--- src/rtl/hw_stack_pkg.sv ---
package hw_stack_pkg;

  // Request decode: bit 0 is push, bit 1 is pop.
  typedef enum logic [1:0] {
    REQ_NONE  = 2'd0,
    REQ_PUSH  = 2'd1,
    REQ_POP   = 2'd2,
    REQ_CLASH = 2'd3
  } req_e;

  // Pointer value of an empty stack for a given convention.
  function automatic int sp_at_empty(int unsigned depth, bit grow_down, bit last_full);
    int v;
    if (!grow_down) v = last_full ? -1 : 0;
    else            v = last_full ? int'(depth) : int'(depth) - 1;
    return v;
  endfunction

endpackage

--- src/rtl/hw_stack_rst_sync.sv ---
module hw_stack_rst_sync #(
  parameter int unsigned STAGES = 2
) (
  input  logic clk,
  input  logic rst_n,
  output logic rst_sync_n
);

  logic [STAGES-1:0] chain_q;

  always_ff @(posedge clk or negedge rst_n) begin
    if (!rst_n) begin
      chain_q <= '0;
    end else begin
      chain_q <= {chain_q[STAGES-2:0], 1'b1};
    end
  end

  assign rst_sync_n = chain_q[STAGES-1];

endmodule

--- src/rtl/hw_stack_mem.sv ---
module hw_stack_mem #(
  parameter int unsigned DW    = 8,
  parameter int unsigned DEPTH = 8,
  parameter int unsigned AW    = 3
) (
  input  logic          clk,
  input  logic          rst_n,
  input  logic          wr_en,
  input  logic [AW-1:0] wr_addr,
  input  logic [DW-1:0] wr_data,
  input  logic          rd_en,
  input  logic [AW-1:0] rd_addr,
  output logic [DW-1:0] rd_data
);

  logic [DW-1:0] slot_q [DEPTH];

  // Storage array: no reset, written only on an accepted push.
  always_ff @(posedge clk) begin
    if (wr_en) begin
      slot_q[wr_addr] <= wr_data;
    end
  end

  // Registered read port, loaded only on an accepted pop.
  always_ff @(posedge clk or negedge rst_n) begin
    if (!rst_n) begin
      rd_data <= '0;
    end else if (rd_en) begin
      rd_data <= slot_q[rd_addr];
    end
  end

endmodule

--- src/rtl/hw_stack_ctrl.sv ---
module hw_stack_ctrl
  import hw_stack_pkg::*;
#(
  parameter int unsigned DEPTH     = 8,
  parameter int unsigned PW        = 4,
  parameter int unsigned AW        = 3,
  parameter bit          GROW_DOWN = 1'b0,
  parameter bit          LAST_FULL = 1'b1
) (
  input  logic          clk,
  input  logic          rst_n,
  input  logic          push_i,
  input  logic          pop_i,
  output logic          wr_en_o,
  output logic [AW-1:0] wr_addr_o,
  output logic          rd_en_o,
  output logic [AW-1:0] rd_addr_o,
  output logic [PW-1:0] sp_o,
  output logic          full_o,
  output logic          empty_o,
  output logic          err_o,
  output logic          pop_valid_o
);

  localparam int unsigned   CW      = $clog2(DEPTH + 1);
  localparam logic [PW-1:0] SP_RST  = PW'(sp_at_empty(DEPTH, GROW_DOWN, LAST_FULL));
  localparam logic [CW-1:0] CNT_TOP = CW'(DEPTH);

  logic [PW-1:0] sp_q, sp_d, sp_fwd, sp_bwd;
  logic [CW-1:0] cnt_q, cnt_d;
  logic          err_q, pv_q;
  logic          push_ok, pop_ok, bad, state_en;
  req_e          req;

  // One step in the growth direction (fwd) and one step back (bwd).
  if (GROW_DOWN) begin : g_down
    assign sp_fwd = sp_q - PW'(1);
    assign sp_bwd = sp_q + PW'(1);
  end else begin : g_up
    assign sp_fwd = sp_q + PW'(1);
    assign sp_bwd = sp_q - PW'(1);
  end

  // Access ordering: last-full writes after stepping and reads before;
  // next-empty writes before stepping and reads after stepping back.
  if (LAST_FULL) begin : g_last_full
    assign wr_addr_o = sp_fwd[AW-1:0];
    assign rd_addr_o = sp_q[AW-1:0];
  end else begin : g_next_empty
    assign wr_addr_o = sp_q[AW-1:0];
    assign rd_addr_o = sp_bwd[AW-1:0];
  end

  assign full_o  = (cnt_q == CNT_TOP);
  assign empty_o = (cnt_q == '0);

  // Next-state logic.
  always_comb begin
    req     = req_e'({pop_i, push_i});
    push_ok = 1'b0;
    pop_ok  = 1'b0;
    bad     = 1'b0;
    unique case (req)
      REQ_NONE:  ;
      REQ_PUSH:  if (full_o)  bad = 1'b1; else push_ok = 1'b1;
      REQ_POP:   if (empty_o) bad = 1'b1; else pop_ok  = 1'b1;
      REQ_CLASH: bad = 1'b1;
    endcase

    sp_d  = sp_q;
    cnt_d = cnt_q;
    if (push_ok) begin
      sp_d  = sp_fwd;
      cnt_d = cnt_q + CW'(1);
    end else if (pop_ok) begin
      sp_d  = sp_bwd;
      cnt_d = cnt_q - CW'(1);
    end
    state_en = push_ok | pop_ok;
  end

  // State registers.
  always_ff @(posedge clk or negedge rst_n) begin
    if (!rst_n) begin
      sp_q  <= SP_RST;
      cnt_q <= '0;
      err_q <= 1'b0;
      pv_q  <= 1'b0;
    end else begin
      if (state_en) begin
        sp_q  <= sp_d;
        cnt_q <= cnt_d;
      end
      err_q <= bad;
      pv_q  <= pop_ok;
    end
  end

  assign wr_en_o     = push_ok;
  assign rd_en_o     = pop_ok;
  assign sp_o        = sp_q;
  assign err_o       = err_q;
  assign pop_valid_o = pv_q;

endmodule

--- src/rtl/hw_stack.sv ---
module hw_stack #(
  parameter int unsigned DW        = 8,
  parameter int unsigned DEPTH     = 8,
  parameter bit          GROW_DOWN = 1'b0,
  parameter bit          LAST_FULL = 1'b1,
  parameter int unsigned SP_W      = $clog2(DEPTH) + 1,
  parameter int unsigned AW        = (DEPTH > 1) ? $clog2(DEPTH) : 1
) (
  input  logic            clk,
  input  logic            rst_n,
  input  logic            push_i,
  input  logic [DW-1:0]   push_data_i,
  input  logic            pop_i,
  output logic [DW-1:0]   pop_data_o,
  output logic            pop_valid_o,
  output logic [SP_W-1:0] sp_o,
  output logic            full_o,
  output logic            empty_o,
  output logic            err_o
);

  logic          rst_q_n;
  logic          wr_en, rd_en;
  logic [AW-1:0] wr_addr, rd_addr;

  hw_stack_rst_sync #(.STAGES(2)) u_rst_sync (
    .clk        (clk),
    .rst_n      (rst_n),
    .rst_sync_n (rst_q_n)
  );

  hw_stack_ctrl #(
    .DEPTH     (DEPTH),
    .PW        (SP_W),
    .AW        (AW),
    .GROW_DOWN (GROW_DOWN),
    .LAST_FULL (LAST_FULL)
  ) u_ctrl (
    .clk         (clk),
    .rst_n       (rst_q_n),
    .push_i      (push_i),
    .pop_i       (pop_i),
    .wr_en_o     (wr_en),
    .wr_addr_o   (wr_addr),
    .rd_en_o     (rd_en),
    .rd_addr_o   (rd_addr),
    .sp_o        (sp_o),
    .full_o      (full_o),
    .empty_o     (empty_o),
    .err_o       (err_o),
    .pop_valid_o (pop_valid_o)
  );

  hw_stack_mem #(
    .DW    (DW),
    .DEPTH (DEPTH),
    .AW    (AW)
  ) u_mem (
    .clk     (clk),
    .rst_n   (rst_q_n),
    .wr_en   (wr_en),
    .wr_addr (wr_addr),
    .wr_data (push_data_i),
    .rd_en   (rd_en),
    .rd_addr (rd_addr),
    .rd_data (pop_data_o)
  );

endmodule

--- config.mk ---
export PLATFORM = sky130hd
export DESIGN_NAME = hw_stack
export DESIGN_NICKNAME = d
export VERILOG_FILES = /design/src/rtl/hw_stack_pkg.sv /design/src/rtl/hw_stack_rst_sync.sv /design/src/rtl/hw_stack_mem.sv /design/src/rtl/hw_stack_ctrl.sv /design/src/rtl/hw_stack.sv
export SDC_FILE = /design/constraint.sdc
export NUM_CORES = 1
export LEC_CHECK = 0
export BUFFER_PORTS_ARGS = -buffer_cell sky130_fd_sc_hd__clkbuf_2
export CORE_ASPECT_RATIO = 0.7
export CORE_MARGIN = 1.5
export CORE_UTILIZATION = 57
export CTS_CLUSTER_SIZE = 20
export DETAILED_ROUTE_END_ITERATION = 8
export GPL_ROUTABILITY_DRIVEN = 0
export PLACE_DENSITY = 0.86
export SYNTH_ARGS = -nofsm -noshare
export SYNTH_HDL_FRONTEND = slang
export SYNTH_SLANG_ARGS = --single-unit
--- constraint.sdc ---
create_clock -name clk -period 3.4 [get_ports clk]
set_clock_uncertainty 0.1 [all_clocks]
set_input_delay 0.34 -clock clk [delete_from_list [all_inputs] [get_ports clk]]
set_output_delay 0.34 -clock clk [all_outputs]
set_load 0.005 [all_outputs]
==> results.toml, run 1 <==
[sta]
finalMaxSlewViolations = 0
post-route-min-period_ps = 2550
rsz0062_at_grt = "no"
setup_violations = 0
relSlewSlack_pct = 47.9
worst_pin_slew_ps = 781
hold_viol = 0
fin_tns_setup_ps = 0
period_share_pct = 75.1
max_clock_freq_mhz = 392
setup_ws_ps = 847

[critical_path]
r2r_slack_ps = 850
critical_path_buf_inv_count = 0
crit_path_max_fanout = 12
critPathLaunch = "u_ctrl.sp_o[0]$_DFFE_PN1P_"
arrival_ps = 2420
critPathMaxStageDelay_ps = 770
crit_path_top_delay_cell = "dfstp_2"
r2r-start = "u_ctrl.sp_o[0]$_DFFE_PN1P_"
rr_endpoint = "u_mem.slot_q[6][3]$_DFFE_PP_"
critPathCaptureType = "register"
critPathKind = "register to register"
crit_chain = "ha_1, xor2_1, nand2_1, nor2_1"
required_ps = 3270
start_kind = "register"
r2r_cells = 4
path_depth = 4
cpLargestDelayFamily = "flip-flops"

[cells_and_area]
num-nets-final = 252
syn2layout_area_growth_pct = 13.4
fill_cells = 391
final_util_pct = 67.9
diodes = 0
final_area_sq_mm = 0.00395
drive_above_1_share_pct = 33.2

[yosys]
yosysTopAreaCell = "edfxtp_1"
synth.most_common_cell = "edfxtp_1"
postSynth.asyncResetShare_pct = 23.8
synth_top_area_share_pct = 55.2
synth_seq_cells = 84
synth_common_cells = "64 x edfxtp_1, 16 x dfrtp_1, 16 x mux4_2"
yosysSeqAreaShare_pct = 69.7
synth_area_leaders = "edfxtp_1 55%, dfrtp_1 11%, mux4_2 10%"
synth_edf_count = 64
syn_inst = 199
synth_area_sq_mm = 0.00348
yosys_most_used_dff = "edfxtp_1"
synth_cell_types = 41
post_synth.cell_area_avg_sq_um = 17.5
syn_nets = 215
yosysWarningCount = 0

[detailed_routing]
vias = 1835
firstDrtPassIters = 4
post-route-drc-count = 0
vias_per_cell = 5.81
ant_nets = 0
routedWlPerCell_microns = 20.0
wl_microns = 6330
initialDrtViolationCount = 122

[min_path]
holdPathEnd = "u_mem.slot_q[4][5]$_DFFE_PP_"
whs_path_depth = 1
holdCritStartpoint = "push_data_i[5]"
hold_class = "input port to register"

[power]
p_leak_uw = 0.00143
totalPowerFinal_uw = 3330
p_per_area_mw_per_mm2 = 843
ir_drop_v = 0.000407

[grt]
grt_pass1_vias = 1827
grt.overflow.total = 0
gr-usage-all-layers_pct = 22.1
grt_pass1_wl_microns = 9690
antenna_found_initial = 0
grt_start_max_net_pins = 22

[clocking]
clockRootBuffer = "clkbuf_8"
cts_tree = "built"
post_cts_buffers = 0
cts_sinks = 84
cts_max_level = 3
clockBufferDepth = 2
clkLatencyLatePin_ps = 340
cts_hold_buf = 1
cts_resized = 0
path_clk_slew_ps = 80
cts_buffers = 9

[flow_run]
drv_cap = 0

[floorplan]
die_h_microns = 68.4
die_area_sq_mm = 0.00659
dieWidth_microns = 96.4
rows = 23
fp.coreArea_sq_mm = 0.00581
num_io_pins = 28
initial_core_util_pct = 59.9

[status]
status = "finished, final reports clean"

[placement]
io_buffers = 27
dpl_cell_area_sq_mm = 0.00370
dp_slack_ps = 804
dpl.hpwl_microns = 4160
-- routing by layer --
metal  vias up  GRT usage [%]  part of all wire, %
met5         -              0                    0
met4         0           7.07                  1.0
met3         6           8.44                  8.4
met2        73           34.2                   48
met1       917           29.3                   43
li1        839              -                    -
-- worst max-delay path by stage --
stage and endpoint:
6_report u_mem.slot_q[6][3]$_DFFE_PP_, 5_1_grt u_mem.slot_q[6][3]$_DFFE_PP_, 4_1_cts u_mem.slot_q[6][3]$_DFFE_PP_, 3_5_place_dp u_mem.slot_q[6][1]$_DFFE_PP_, 3_3_place_gp u_ctrl.cnt_q[2]$_DFFE_PN0P_, 2_1_floorplan u_mem.slot_q[1][0]$_DFFE_PP_
-- where the power goes --
part | total, uW | switching (uW) | internal [uW]
Combinational | 959 | 465 | 494
Clock | 820 | 330 | 491
Sequential | 1550 | 225 | 1320
Total | 3330 | 1020 | 2310
-- registers in the layout, indices dropped and copies added, names as in the netlist --
signal              flops
u_ctrl.pop_valid_o      1
u_ctrl.sp_o             4
u_ctrl.err_o            1
u_mem.rd_data           8
u_ctrl.cnt_q            4
u_mem.slot_q           64
u_rst_sync.chain_q      2
-- cell usage in the layout (no fill, tap or decap), types with 3 or more instances in the layout --
cell type  Yosys  layout
clkbuf_2       2      27
dfstp_2        4       4
a21oi_1        9       9
buf_4          2      11
clkbuf_1       4       3
o21ai_0        3       3
xor2_1         6       6
nor2_1        13      13
mux2i_1        8       8
nor2b_1        3       3
nor3_1         7       7
clkbuf_8       1       9
mux4_2        16      16
bufinv_16      0       3
xnor2_1        5       5
nand2_1        4       4
ha_1           4       4
edfxtp_1      64      64
dfrtp_1       16      16
-- layout make-up --
cell class	instances	area (sq um)	area share (%)
Sequential cell	84	2430	61.5
Multi-Input combinational cell	99	952	24.1
Timing Repair Buffer	39	228	5.77
Clock buffer	12	135	3.42
Clock inverter	4	98.8	2.50
Tap cell	75	93.8	2.38
Inverter	3	12.5	0.317
-- worst reg2reg max path, cell delays in order, from the launching register on --
cell	delay, ps
dfstp_2	770
ha_1	310
xor2_1	270
nand2_1	120
nor2_1	610
-- cells by family after synthesis --
family | Yosys count | share of synthesized area, %
AOI/OAI and AO/OA | 20 | 3.95
xor gates and xnor gates | 11 | 2.77
adders and majority gates | 4 | 1.44
buffers and inverters | 16 | 2.95
DFF | 84 | 69.7
muxes | 25 | 13.0
other | 1 | 0.108
and+or+nand+nor | 38 | 6.11
-- per-stage QoR --
step                      cells  hold WS (ps)
after CTS                   316           169
after global routing        316           168
after floorplan             199         -55.6
after detailed placement    299          29.3
final                       316           179
after global placement      299          25.9
Note: power is estimated with default switching activity, not from simulation.
==> inputs of run 2 (changes only) <==
==> constraint.sdc (replaced) <==
create_clock -name clk -period 2.6 [get_ports clk]
set_clock_uncertainty 0.1 [all_clocks]
set_input_delay 0.26 -clock clk [delete_from_list [all_inputs] [get_ports clk]]
set_output_delay 0.26 -clock clk [all_outputs]
set_load 0.005 [all_outputs]
==> results.toml, run 2 (synthesis results as in run 1) <==
[detailed_routing]
ant_nets = 0
firstDrtPassIters = 4
wl_microns = 6170
post-route-drc-count = 0
initialDrtViolationCount = 124
vias_per_cell = 5.67
routedWlPerCell_microns = 19.1
vias = 1833

[cells_and_area]
largest_register_ffs = 64
top_register = "u_mem.slot_q"
mostFrequentLayoutCells = "64 x edfxtp_1, 27 x clkbuf_2, 18 x buf_4, 16 x mux4_2, 16 x dfrtp_1"
mostFrequentLayoutCell = "edfxtp_1"
top_regs = "u_mem.slot_q: 64 flops, u_mem.rd_data: 8 flops"
num-nets-final = 259
diodes = 0
syn2layout_area_growth_pct = 14.6
drive_above_1_share_pct = 36.3

[floorplan]
num_io_pins = 28
rows = 23
die_area_sq_mm = 0.00659
initial_core_util_pct = 59.9
die_h_microns = 68.4
dieWidth_microns = 96.4
fp.coreArea_sq_mm = 0.00581

[sta]
finalMaxSlewViolations = 0
hold_viol = 0
holdWs_ps = 91.9
period_share_pct = 93.9
rsz0062_at_grt = "no"
worst_pin_slew_ps = 821
max_clock_freq_mhz = 410
post-route-min-period_ps = 2440
setup_violations = 0
relSlewSlack_pct = 45.3

[grt]
grt.overflow.total = 0
grt_use_met1_pct = 28.2
grt_most_used_layer = "met2"
grt_use_met3_pct = 6.00
use_met2_pct = 35.4
antenna_found_initial = 0
grt_pass1_vias = 1774
grt_start_max_net_pins = 19
gr-usage-all-layers_pct = 21.6
grt_pass1_wl_microns = 9490

[clocking]
clockRootBuffer = "clkbuf_8"
clockBufferDepth = 2
cts_resized = 0
cts_max_level = 3
cts_tree = "built"
cts_buffers = 9
clkLatencyLatePin_ps = 340
path_clk_slew_ps = 80
cts_sinks = 84

[placement]
dpl.hpwl_microns = 4130
io_buffers = 27

[min_path]
hold_class = "input port to register"

[critical_path]
arrival_ps = 2560
critPathKind = "register to register"
start_kind = "register"
critPathCaptureType = "register"
crit_path_max_fanout = 10
required_ps = 2720

[power]
p_per_area_mw_per_mm2 = 1090
totalPowerFinal_uw = 4330
ir_drop_v = 0.000557
p_leak_uw = 0.00146

[flow_run]
drv_cap = 0

[status]
status = "finished, final reports clean"
-- run 2: changes by cell type in the layout (fill, tap and decap cells not counted) --
cell	previous run	this run
buf_4	11	18
clkinvlp_4	0	2
inv_8	0	1
clkbuf_1	3	0
bufinv_16	3	2
clkinv_2	1	2
-- run 2: final timing paths --
path	startpoint	to	slack (ps)	cells after the start
max in group asynchronous	u_rst_sync.chain_q[1]$_DFF_PN0_	u_mem.rd_data[6]$_DFFE_PN0P_	1650	0
min in group asynchronous	rst_n	u_rst_sync.chain_q[0]$_DFF_PN0_	130	2
worst min register to register	u_rst_sync.chain_q[1]$_DFF_PN0_	u_ctrl.cnt_q[1]$_DFFE_PN0P_	240	0
worst max-delay path	u_ctrl.cnt_q[2]$_DFFE_PN0P_	u_ctrl.cnt_q[2]$_DFFE_PN0P_	160	6
worst min-delay path	push_data_i[7]	u_mem.slot_q[4][7]$_DFFE_PP_	90	1
worst max register to register	u_ctrl.cnt_q[2]$_DFFE_PN0P_	u_ctrl.cnt_q[2]$_DFFE_PN0P_	160	6
-- run 2: layer usage --
metal  share of wire (%)  vias to the layer above
li1                    -                      853
met1                  43                      898
met2                  48                       72
met3                 7.1                       10
met4                 1.6                        0
met5                   0                        -
-- run 2: cell type report --
class                      count  area (sq um)
timing repair buffer          46           280
sequential                    84          2430
fill                         385          1820
clock inverter                 7           100
clock buffer                   9           124
tap                           75          93.8
inverter                       3          12.5
multi-input combinational     99           952
-- run 2: metrics by stage --
stage	TNS, ps	std cells	utilization [%]	setup slack, ps	cell area, sq um
2_1_floorplan	-5860	199	-	-286	3480
3_3_place_gp	0	306	64.6	253	3760
3_5_place_dp	0	306	64.6	186	3760
4_1_cts	0	323	68.6	180	3990
5_1_grt	0	323	68.6	23.5	3990
6_report	0	323	68.6	158	3990
-- run 2: report_power, final --
| part | internal, uW | switching (uW) |
|---|---|---|
| registers | 1730 | 200 |
| clock network | 547 | 469 |
| logic | 692 | 696 |
-- run 2: critical path, stage by stage (launching register included) --
cell and delay, ps:
dfrtp_1 490, or4b_4 560, nand2_2 200, ha_1 320, or3_1 350, o21ai_0 190, a2111oi_2 90
-- run 2: repair_timing --
action,4_1_cts,5_1_grt
setup buffers,0,0
hold buffers,1,0
endpoints found under the hold margin,2,0
